**src/rtl/inh_pkg.sv**
```systemverilog
package inh_pkg;

    localparam int NUM_SIDES = 4;
    localparam int SIDE_HOST_TX = 0;
    localparam int SIDE_HOST_RX = 1;
    localparam int SIDE_SER_TX  = 2;
    localparam int SIDE_LNK_RX  = 3;

    typedef enum logic [1:0] {
        ST_RUN   = 2'd0,
        ST_DRAIN = 2'd1,
        ST_HALT  = 2'd2
    } inh_state_e;

    typedef struct packed {
        logic       req;
        logic       all_closed;
        inh_state_e state;
    } seq_in_t;

    function automatic logic gate_next(input logic req, input logic closed, input logic busy);
        logic nxt;
        if (req) nxt = closed | ~busy;
        else     nxt = closed & busy;
        return nxt;
    endfunction

    function automatic inh_state_e seq_next(input seq_in_t s);
        inh_state_e nxt;
        nxt = s.state;
        case (s.state)
            ST_RUN:   if (s.req) nxt = ST_DRAIN;
            ST_DRAIN: begin
                if (!s.req)            nxt = ST_RUN;
                else if (s.all_closed) nxt = ST_HALT;
            end
            ST_HALT:  if (!s.req) nxt = ST_RUN;
            default:  nxt = ST_DRAIN;
        endcase
        return nxt;
    endfunction

endpackage

```
**src/rtl/inh_side_gate.sv**
```systemverilog
module inh_side_gate
    import inh_pkg::*;
(
    input  logic clk,
    input  logic rst,
    input  logic req,
    input  logic busy,
    output logic closed
);
    always_ff @(posedge clk) begin
        if (rst) closed <= 1'b1;
        else     closed <= gate_next(req, closed, busy);
    end
endmodule

```
**src/rtl/inh_seq.sv**
```systemverilog
module inh_seq
    import inh_pkg::*;
#(
    parameter int SIDES = NUM_SIDES
) (
    input  logic             clk,
    input  logic             rst,
    input  logic             req,
    input  logic [SIDES-1:0] closed_vec,
    output logic             status
);
    inh_state_e state;
    seq_in_t    sin;

    always_comb begin
        sin.req        = req;
        sin.all_closed = &closed_vec;
        sin.state      = state;
    end

    always_ff @(posedge clk) begin
        if (rst) state <= ST_DRAIN;
        else     state <= seq_next(sin);
    end

    assign status = (state == ST_HALT) && req;
endmodule

```
**src/rtl/inh_flush_pulser.sv**
```systemverilog
module inh_flush_pulser (
    input  logic clk,
    input  logic rst,
    input  logic enable,
    input  logic strobe,
    output logic pulse
);
    logic strobe_q;

    always_ff @(posedge clk) begin
        if (rst) begin
            strobe_q <= 1'b0;
            pulse    <= 1'b0;
        end else begin
            strobe_q <= strobe;
            pulse    <= strobe & ~strobe_q & enable;
        end
    end
endmodule

```
**src/rtl/inhibit_ctrl.sv**
```systemverilog
module inhibit_ctrl
    import inh_pkg::*;
#(
    parameter int NUM_QUEUES = 2
) (
    input  logic                  clk,
    input  logic                  rst,
    input  logic                  inh_req,
    input  logic                  host_tx_busy,
    input  logic                  host_rx_busy,
    input  logic                  ser_tx_busy,
    input  logic                  lnk_rx_busy,
    input  logic [NUM_QUEUES-1:0] flush_req,
    output logic                  host_tx_stop,
    output logic                  host_rx_stop,
    output logic                  ser_idle_ins,
    output logic                  lnk_rx_discard,
    output logic [NUM_QUEUES-1:0] flush_pulse,
    output logic                  inh_status
);
    logic [NUM_SIDES-1:0] busy_vec;
    logic [NUM_SIDES-1:0] closed_vec;

    always_comb begin
        busy_vec[SIDE_HOST_TX] = host_tx_busy;
        busy_vec[SIDE_HOST_RX] = host_rx_busy;
        busy_vec[SIDE_SER_TX]  = ser_tx_busy;
        busy_vec[SIDE_LNK_RX]  = lnk_rx_busy;
    end

    for (genvar s = 0; s < NUM_SIDES; s++) begin : g_side
        inh_side_gate u_gate (
            .clk    (clk),
            .rst    (rst),
            .req    (inh_req),
            .busy   (busy_vec[s]),
            .closed (closed_vec[s])
        );
    end

    inh_seq #(.SIDES(NUM_SIDES)) u_seq (
        .clk        (clk),
        .rst        (rst),
        .req        (inh_req),
        .closed_vec (closed_vec),
        .status     (inh_status)
    );

    for (genvar q = 0; q < NUM_QUEUES; q++) begin : g_flush
        inh_flush_pulser u_fp (
            .clk    (clk),
            .rst    (rst),
            .enable (inh_status),
            .strobe (flush_req[q]),
            .pulse  (flush_pulse[q])
        );
    end

    assign host_tx_stop   = closed_vec[SIDE_HOST_TX];
    assign host_rx_stop   = closed_vec[SIDE_HOST_RX];
    assign ser_idle_ins   = closed_vec[SIDE_SER_TX];
    assign lnk_rx_discard = closed_vec[SIDE_LNK_RX];
endmodule

```
**config.mk**
```make
export PLATFORM = sky130hd
export DESIGN_NAME = inhibit_ctrl
export DESIGN_NICKNAME = d
export VERILOG_FILES = /design/src/rtl/inh_pkg.sv /design/src/rtl/inh_side_gate.sv /design/src/rtl/inh_seq.sv /design/src/rtl/inh_flush_pulser.sv /design/src/rtl/inhibit_ctrl.sv
export SDC_FILE = /design/constraint.sdc
export NUM_CORES = 1
export LEC_CHECK = 0
export ABC_CLOCK_PERIOD_IN_PS = 3100
export BUFFER_PORTS_ARGS = -buffer_cell sky130_fd_sc_hd__buf_4
export CAP_MARGIN = 10
export CELL_PAD_IN_SITES_DETAIL_PLACEMENT = 0
export CELL_PAD_IN_SITES_GLOBAL_PLACEMENT = 1
export CORE_MARGIN = 1
export CORE_UTILIZATION = 27
export DETAILED_ROUTE_END_ITERATION = 12
export GPL_TIMING_DRIVEN = 0
export HOLD_SLACK_MARGIN = 0.02
export PLACE_DENSITY_LB_ADDON = 0.25
export SYNTH_ARGS = -nofsm -noshare
export SYNTH_HDL_FRONTEND = slang
export SYNTH_SLANG_ARGS = --single-unit
export TNS_END_PERCENT = 30
```
**constraint.sdc**
```tcl
create_clock -name clk -period 3.1 [get_ports clk]
set_input_delay 0.155 -clock clk [delete_from_list [all_inputs] [get_ports clk]]
set_output_delay 0.155 -clock clk [all_outputs]
set_load 0.01 [all_outputs]
```
==> results_dict.tcl, run 1 <==
set metrics [dict create \
    status "complete, no violations" \
    hold_path.class "in2reg" \
    period_share 0.4494 \
    synth.distinct_cells 17 \
    wl_microns 788 \
    synth-simple-area-share 0.2191 \
    vias 366 \
    end_kind "flip-flop" \
    cts_resized 0 \
    worstSetupPathType "reg2reg" \
    tightestPinTransition_ns 0.3812 \
    dr.pass1.iters 4 \
    final_util 0.3982 \
    clk_pin_slew_worst_paths_ns 0.07 \
    yosys_warnings 0 \
    clock_sinks 10 \
    ir_drop_mv 0.3059 \
    post_cts_buffers 0 \
    htreeDepth 1 \
    cts.path.max_buffers 2 \
    fmax_ghz 0.7178 \
    fin_skew_ns 0.002602 \
    wl_per_cell_microns 10.23 \
    synth_seq_cells 10 \
    syn_avg_cell_area_sq_um 10.36 \
    worstPathArrival_ns 1.59 \
    die_area_sq_um 1816 \
    leakagePower_uw 0.0002869 \
    yosysTopAreaCellShare 0.4494 \
    cts_buffers 3 \
    area_delta_synth_final_pct 36.24 \
    cpMaxStageDelayCell "dfxtp_1" \
    antenna_found_initial 0 \
    numPortBuffers 14 \
    drive_gt1_frac 0.3770 \
    drc 0 \
    syn_nets 55 \
    initial_core_util 0.2923 \
    synth_xor_area_frac 0 \
    die_width_microns 42.62 \
    synth_top_family_by_area "simple AND/OR/NAND/NOR gates" \
    num_antenna_cells 0 \
    cts_tree "built" \
    routabilityCongestion 0.6027 \
    synthMuxAreaShare 0.04494 \
    yosysTopAreaCell "dfxtp_1" \
    core-area_sq_um 1524 \
    dp_hpwl_microns 601.3 \
    total_power_uw 381.3 \
    crit_chain "inv_1, ha_1, nand2_1, inv_2, a311oi_2, mux2i_1" \
    final_hold_viol_count 0 \
    root_buffer "clkbuf_4" \
    grt_pass1_wl_mm 1.290 \
    synthAdderAreaFrac 0.08427 \
    cap_violations 0 \
    pwr_density_cell_nw_per_um2 628.4 \
    dp.cells 73 \
    grt_setup_unrepaired "false" \
    seq_area_frac_synth 0.4494 \
    final_cells 77 \
    netlist_area_sq_um 445.4 \
    path_max_fanout 3 \
    grt_max_degree 10 \
    syn_inst 43 \
    nFillCells 155 \
    postCtsHoldBufs 0 \
    synth_compound_area_frac 0.1348 \
    finalSetupTns_ns 0 \
    grt_use_total 0.09706 \
    max-slew-margin-rel 0.7458 \
    max_stage_delay_ns 0.36 \
    crit_path_start_kind "flip-flop" \
    pin_count 16 \
    period_minus_slack_ns 1.393 \
    synth.area.top_cells "dfxtp_1, nor2b_1, ha_1, a211o_1, mux2i_1" \
    drtIter0Drc 6 \
    fin_nets 74 \
    viasPerCell 4.753 \
    cp.required_ns 3.29 \
    grt_overflow 0 \
    route.antenna.remaining_nets 0 \
    grt_pass1_vias 294 \
    row_count 14 \
    clk_latency_ns 0.26 \
    fp.dieH_microns 42.62 \
    maxSlewViolCount 0 \
    setup_viol 0 \
]
[per-layer routing]
metal,up-vias,track usage,part of all wire
met4,0,0.05625,0.0063
met3,2,0.04310,0.061
li1,183,-,-
met1,169,0.1277,0.51
met5,-,0,0
met2,12,0.1292,0.42
[per-stage QoR]
stage,area [sq um],hold WS (ns),worst slack (ns)
after floorplan,445.4,0.2774,1.821
after global placement,570.5,0.3708,1.700
after detailed placement,570.5,0.3747,1.693
after CTS,606.8,0.1016,1.677
after global routing,606.8,0.09289,1.564
final,606.8,0.1081,1.707
[worst paths after layout]
check	depth (start not counted)	endpoint	startpoint	slack, ns
worst max-delay path	6	u_seq.state[1]$_SDFFE_PP0P_	u_seq.state[0]$_SDFFE_PP1P_	1.71
worst min-delay path	2	flip-flop	host_rx_busy	0.11
worst max register to register	6	u_seq.state[1]$_SDFFE_PP0P_	u_seq.state[0]$_SDFFE_PP1P_	1.71
worst min register to register	1	g_flush[1].u_fp.pulse$_SDFF_PP0_	g_flush[1].u_fp.strobe_q$_SDFF_PP0_	0.39
[cell usage in the layout (no fill, tap or decap), types with 2 or more instances in the layout]
master,instances
buf_4,16
dfxtp_1,10
nor2b_1,8
a211o_1,4
ha_1,3
clkbuf_4,3
inv_1,2
nor3b_1,2
nand3_1,2
mux2i_1,2
[final cells by class]
type | instances | area [sq um] | area share
buffer | 3 | 18.77 | 0.03093
clock buffer | 4 | 36.28 | 0.05979
inverter | 3 | 11.26 | 0.01856
multi-input combinational | 27 | 215.2 | 0.3546
sequential | 10 | 200.2 | 0.3299
tap | 16 | 20.02 | 0.03299
timing repair buffer | 14 | 105.1 | 0.1732
[synthesized netlist by cell type]
master,number
clkbuf_1,1
inv_1,2
buf_4,2
ha_1,3
mux2i_1,2
nand4_1,1
a311oi_2,1
or3b_1,1
nor2_1,1
nand2_1,1
nor3b_1,2
a211o_1,4
nand3_1,2
dfxtp_1,10
inv_2,1
nor2b_1,8
o21ba_2,1
[cells by family (layout without fill, tap and decap cells)]
family          Yosys count  after routing
simple gates             16             16
flops                    10             10
compound gates            6              6
buf+inv                   6             24
fa+ha+maj                 3              3
mux                       2              2
[worst max-delay path, delay by kind of cell (launching register included)]
family / cells / cell delay, ns
flops: 1 / 0.36
compound gates: 1 / 0.29
mux: 1 / 0.22
fa+ha+maj: 1 / 0.20
simple gates: 1 / 0.14
buf+inv: 2 / 0.13
[report_power, final]
group,leakage (uW),switching [uW],internal [uW]
registers,0.0000828,12.1,145
logic,0.000183,49.3,58.7
clock network,0.0000210,44.7,71.2
total,0.000287,106,275
Power figures use the tool's default switching activity.
==> inputs of run 2 (changes only) <==
--- a/config.mk
+++ b/config.mk
@@ -5,7 +5,7 @@
 export SDC_FILE = /design/constraint.sdc
 export NUM_CORES = 1
 export LEC_CHECK = 0
-export ABC_CLOCK_PERIOD_IN_PS = 3100
+export ABC_CLOCK_PERIOD_IN_PS = 1340
 export BUFFER_PORTS_ARGS = -buffer_cell sky130_fd_sc_hd__buf_4
 export CAP_MARGIN = 10
 export CELL_PAD_IN_SITES_DETAIL_PLACEMENT = 0
==> constraint.sdc (replaced) <==
create_clock -name clk -period 1.34 [get_ports clk]
set_input_delay 0.067 -clock clk [delete_from_list [all_inputs] [get_ports clk]]
set_output_delay 0.067 -clock clk [all_outputs]
set_load 0.01 [all_outputs]
==> run 2 against run 1 <==
Effect of this change:
- count of clock-buffer cells in the layout did not move
- worst hold slack got worse by 0.056 ns
- sequential power rose by 140%
- via count rose by 5.7%
- final area rose by 16%
- critical path type unchanged
- critical endpoint unchanged
- largest power group is now combinational logic
- highest routed layer unchanged
==> results_dict.tcl, run 2 (synthesis gave the netlist of run 1 again) <==
set metrics [dict create \
    status "complete, no violations" \
    final_cells 83 \
    clk_latency_ns 0.26 \
    ir_drop_mv 0.7563 \
    clk_pin_slew_worst_paths_ns 0.07 \
    maxSlewViolCount 0 \
    grt_setup_unrepaired "true" \
    wl_met1_microns 435 \
    pwr_density_cell_nw_per_um2 1448 \
    dp_hpwl_microns 601.3 \
    fin_area_sq_um 705.7 \
    worstSetupPathType "reg2reg" \
    reg2reg_depth 5 \
    cts.path.max_buffers 2 \
    viasPerCell 4.663 \
    grt_pass1_vias 326 \
    period_share 0.9567 \
    grt_pass1_wl_mm 1.449 \
    finalSetupTns_ns 0 \
    grt_overflow 0 \
    top_layer_used "met4" \
    route.antenna.remaining_nets 0 \
    cp.required_ns 1.53 \
    fin_nets 80 \
    cap_violations 0 \
    final_util 0.4631 \
    routabilityCongestion 0.6027 \
    setup_viol 0 \
    final_hold_viol_count 0 \
    hold_depth 2 \
    final_common_cell "buf_4" \
    num_antenna_cells 0 \
    leakagePower_uw 0.0003146 \
    wl_met2_microns 459 \
    end_kind "flip-flop" \
    drive_gt1_frac 0.5224 \
    wl_microns 940 \
    core-area_sq_um 1524 \
    cpMaxStageDelayCell "dfxtp_2" \
    fmax_ghz 0.7800 \
    hold_path.class "in2reg" \
    numPortBuffers 14 \
    antenna_found_initial 0 \
    cts_buffers 3 \
    fp.dieH_microns 42.62 \
    cts_tree "built" \
    crit_chain "inv_2, ha_4, nor2b_4, a311oi_4, mux2i_1" \
    vias 387 \
    tightestPinTransition_ns 0.3780 \
    initial_core_util 0.2923 \
    worstPathArrival_ns 1.47 \
    pin_count 16 \
    row_count 14 \
    wl_per_cell_microns 11.33 \
    crit_path_start_kind "flip-flop" \
    drc 0 \
    drtIter0Drc 1 \
    total_power_uw 1022 \
    area_delta_synth_final_pct 58.43 \
    htreeDepth 1 \
    root_buffer "clkbuf_4" \
    dr.pass1.iters 2 \
    die_area_sq_um 1816 \
    grt_max_degree 10 \
    max-slew-margin-rel 0.7480 \
    final_cell_mix "buf_4, dfxtp_1, nor2b_1, a211o_1, dlygate4sd3_1" \
    met3_length_microns 40 \
    die_width_microns 42.62 \
    max_stage_delay_ns 0.35 \
    place_area_sq_um 570.5 \
    path_max_fanout 3 \
    grt_use_total 0.1104 \
    fin_skew_ns 0.002458 \
    dp.cells 73 \
    clock_sinks 10 \
    period_minus_slack_ns 1.282 \
]
## run 2: cell types whose count changed in the layout (fill, tap and decap cells not counted), moves of 2 or more
cell           previous run  this run
dlygate4sd3_1             0         4
ha_2                      0         2
ha_1                      3         0
dfxtp_1                  10         8
dfxtp_2                   0         2
inv_1                     2         0
buf_4                    16        18
inv_2                     1         3
## run 2: final timing paths
| path | startpoint | to | slack (ns) |
|---|---|---|---|
| worst max register to register | u_seq.state[1]$_SDFFE_PP0P_ | u_seq.state[1]$_SDFFE_PP0P_ | 0.06 |
| worst min register to register | g_flush[1].u_fp.strobe_q$_SDFF_PP0_ | g_flush[1].u_fp.pulse$_SDFF_PP0_ | 0.39 |
| worst max-delay path | u_seq.state[1]$_SDFFE_PP0P_ | u_seq.state[1]$_SDFFE_PP0P_ | 0.06 |
| worst min-delay path | flush_req[1] | g_flush[1].u_fp.strobe_q$_SDFF_PP0_ | 0.05 |
## run 2: final cells by class
type,instances,area [sq um]
Fill cell,148,818.3
Multi-Input combinational cell,27,256.5
Sequential cell,10,202.7
Timing Repair Buffer,20,160.2
Clock buffer,4,36.28
Tap cell,16,20.02
Buffer,3,18.77
Inverter,3,11.26
## run 2: layer usage
layer  vias to the layer above  track usage
met4                         0      0.05625
met3                         2      0.04310
met1                       177       0.1383
met5                         -            0
li1                        196            -
met2                        12       0.1631
## run 2: critical path: cells and delay by family, from the launching register on
kind	cells	cell delay (ns)
DFF	1	0.35
and+or+nand+nor	1	0.12
muxes	1	0.21
buffers and inverters	1	0.06
AOI/OAI and AO/OA	1	0.32
adders and majority gates	1	0.15
## run 2: what timing repair did
| action | 4_1_cts | 5_1_grt |
|---|---|---|
| hold buffers | 4 | 0 |
| buffers inserted | 1 | 1 |
| endpoints found under the hold margin | 4 | 0 |
| pin swaps | 2 | 2 |
| resized for setup | 3 | 10 |
| endpoints found under the setup margin | 2 | 2 |
## run 2: metrics by stage
step	hold slack (ns)	setup WS (ns)
4_1_cts	0.05160	0.005187
3_5_place_dp	0.2867	-0.06730
3_3_place_gp	0.2828	-0.06027
6_report	0.05210	0.05797
5_1_grt	0.05593	-0.01332
2_1_floorplan	0.1894	0.06086
## run 2: report_power, final
part / leakage (uW) / internal, uW / switching (uW)
Sequential: 0.0000829 / 342 / 33.6
Clock: 0.0000210 / 165 / 101
Combinational: 0.000211 / 224 / 157
Total: 0.000315 / 730 / 292
==> inputs of run 3 (changes only) <==
--- a/config.mk
+++ b/config.mk
@@ -16,6 +16,7 @@
 export GPL_TIMING_DRIVEN = 0
 export HOLD_SLACK_MARGIN = 0.02
 export PLACE_DENSITY_LB_ADDON = 0.25
+export RECOVER_POWER = 25
 export SYNTH_ARGS = -nofsm -noshare
 export SYNTH_HDL_FRONTEND = slang
 export SYNTH_SLANG_ARGS = --single-unit
==> run 3 against run 2 <==
Effect of this change:
- final area unchanged
- via count fell by 0.52%
- clock power about the same
- worst setup slack is essentially flat
- critical endpoint unchanged
- largest power group unchanged
- highest routed layer unchanged
==> results_dict.tcl, run 3 (synthesis gave the netlist of run 1 again) <==
set metrics [dict create \
    grt_pass1_vias 326 \
    htreeDepth 1 \
    route.antenna.remaining_nets 0 \
    cts.path.max_buffers 2 \
    clock_sinks 10 \
    wl_per_cell_microns 11.30 \
    root_buffer "clkbuf_4" \
    fin_nets 80 \
    worstSetupPathType "reg2reg" \
    crit_path_start_kind "flip-flop" \
    fmax_ghz 0.7800 \
    final_common_cell "buf_4" \
    drc 0 \
    path_max_fanout 3 \
    final_hold_viol_count 0 \
    initial_core_util 0.2923 \
    max-slew-margin-rel 0.7481 \
    die_area_sq_um 1816 \
    pwr_density_cell_nw_per_um2 1448 \
    wl_microns 938 \
    status "complete, no violations" \
    worstPathArrival_ns 1.47 \
    area_delta_synth_final_pct 58.43 \
    layout_setup_ws_ns 0.05792 \
    preCtsSetupSlack_ns -0.06730 \
    antenna_found_initial 0 \
    final_cell_mix "buf_4, dfxtp_1, nor2b_1, clkbuf_4" \
    clk_pin_slew_worst_paths_ns 0.07 \
    period_share 0.9568 \
    grt_pass1_wl_mm 1.449 \
    drtIter0Drc 3 \
    grt_max_degree 10 \
    grt_use_total 0.1104 \
    core-area_sq_um 1524 \
    clk_latency_ns 0.26 \
    r2r_slack_ns 0.06 \
    numPortBuffers 14 \
    ir_drop_mv 0.7560 \
    pin_count 16 \
    fp.dieH_microns 42.62 \
    drive_gt1_frac 0.5224 \
    routabilityCongestion 0.6027 \
    vias 385 \
    total_power_uw 1022 \
    fin_skew_ns 0.002226 \
    period_minus_slack_ns 1.282 \
    grt_overflow 0 \
    cts_tree "built" \
    tightestPinTransition_ns 0.3778 \
    dp_hpwl_microns 601.3 \
    setup_viol 0 \
    cts_buffers 3 \
    maxSlewViolCount 0 \
    num_antenna_cells 0 \
    cap_violations 0 \
    die_width_microns 42.62 \
    grt_setup_unrepaired "true" \
    row_count 14 \
    end_kind "flip-flop" \
    leakagePower_uw 0.0003142 \
    dr.pass1.iters 2 \
    hold_path.class "in2reg" \
    cp.required_ns 1.53 \
    viasPerCell 4.639 \
]
run 3: cell type report:
class,count,area (sq um)
Clock buffer,4,36.28
Fill cell,148,818.3
Tap cell,16,20.02
Timing Repair Buffer,20,160.2
Multi-Input combinational cell,27,256.5
Buffer,3,18.77
Inverter,3,11.26
Sequential cell,10,202.7
run 3: worst paths after layout:
kind                                            start                             endpoint  cells past startpoint
hold / removal                           flush_req[1]  g_flush[1].u_fp.strobe_q$_SDFF_PP0_                      2
hold reg to reg   g_flush[1].u_fp.strobe_q$_SDFF_PP0_     g_flush[1].u_fp.pulse$_SDFF_PP0_                      1
setup / recovery          u_seq.state[1]$_SDFFE_PP0P_          u_seq.state[1]$_SDFFE_PP0P_                      5
setup reg to reg          u_seq.state[1]$_SDFFE_PP0P_          u_seq.state[1]$_SDFFE_PP0P_                      5
run 3: repair_timing:
action	CTS	global route
setup endpoints to repair	2	2
endpoints found under the hold margin	4	0
pin swaps	2	2
gates cloned	0	0
hold buffers	4	0
gates resized for setup	3	10
setup buffers	1	1
run 3: metrics by stage:
step	hold slack (ns)	instances	instance area, sq um	util	TNS, ns
floorplan	0.1894	43	445.4	-	0
global route	0.05593	83	705.7	0.4631	-0.01332
CTS	0.05160	82	669.4	0.4392	0
global placement	0.2828	73	570.5	0.3744	-0.1189
detailed placement	0.2867	73	570.5	0.3744	-0.1253
finish	0.05205	83	705.7	0.4631	0
run 3: metal layers:
metal | up-vias | global-route usage | routed length, microns
li1 | 196 | - | -
met1 | 175 | 0.1383 | 435
met2 | 12 | 0.1631 | 457
met3 | 2 | 0.04310 | 40
met4 | 0 | 0.05625 | 5
met5 | - | 0 | 0
run 3: worst max-delay path, cell delays in order, from the launching register on:
cell	delay [ns]
dfxtp_2	0.35
inv_2	0.06
ha_4	0.15
nor2b_4	0.12
a311oi_4	0.32
mux2i_1	0.21
run 3: where the power goes:
group / switching, uW / internal (uW) / total (uW)
Sequential: 33.6 / 342 / 375
Clock: 102 / 165 / 266
Combinational: 157 / 223 / 380
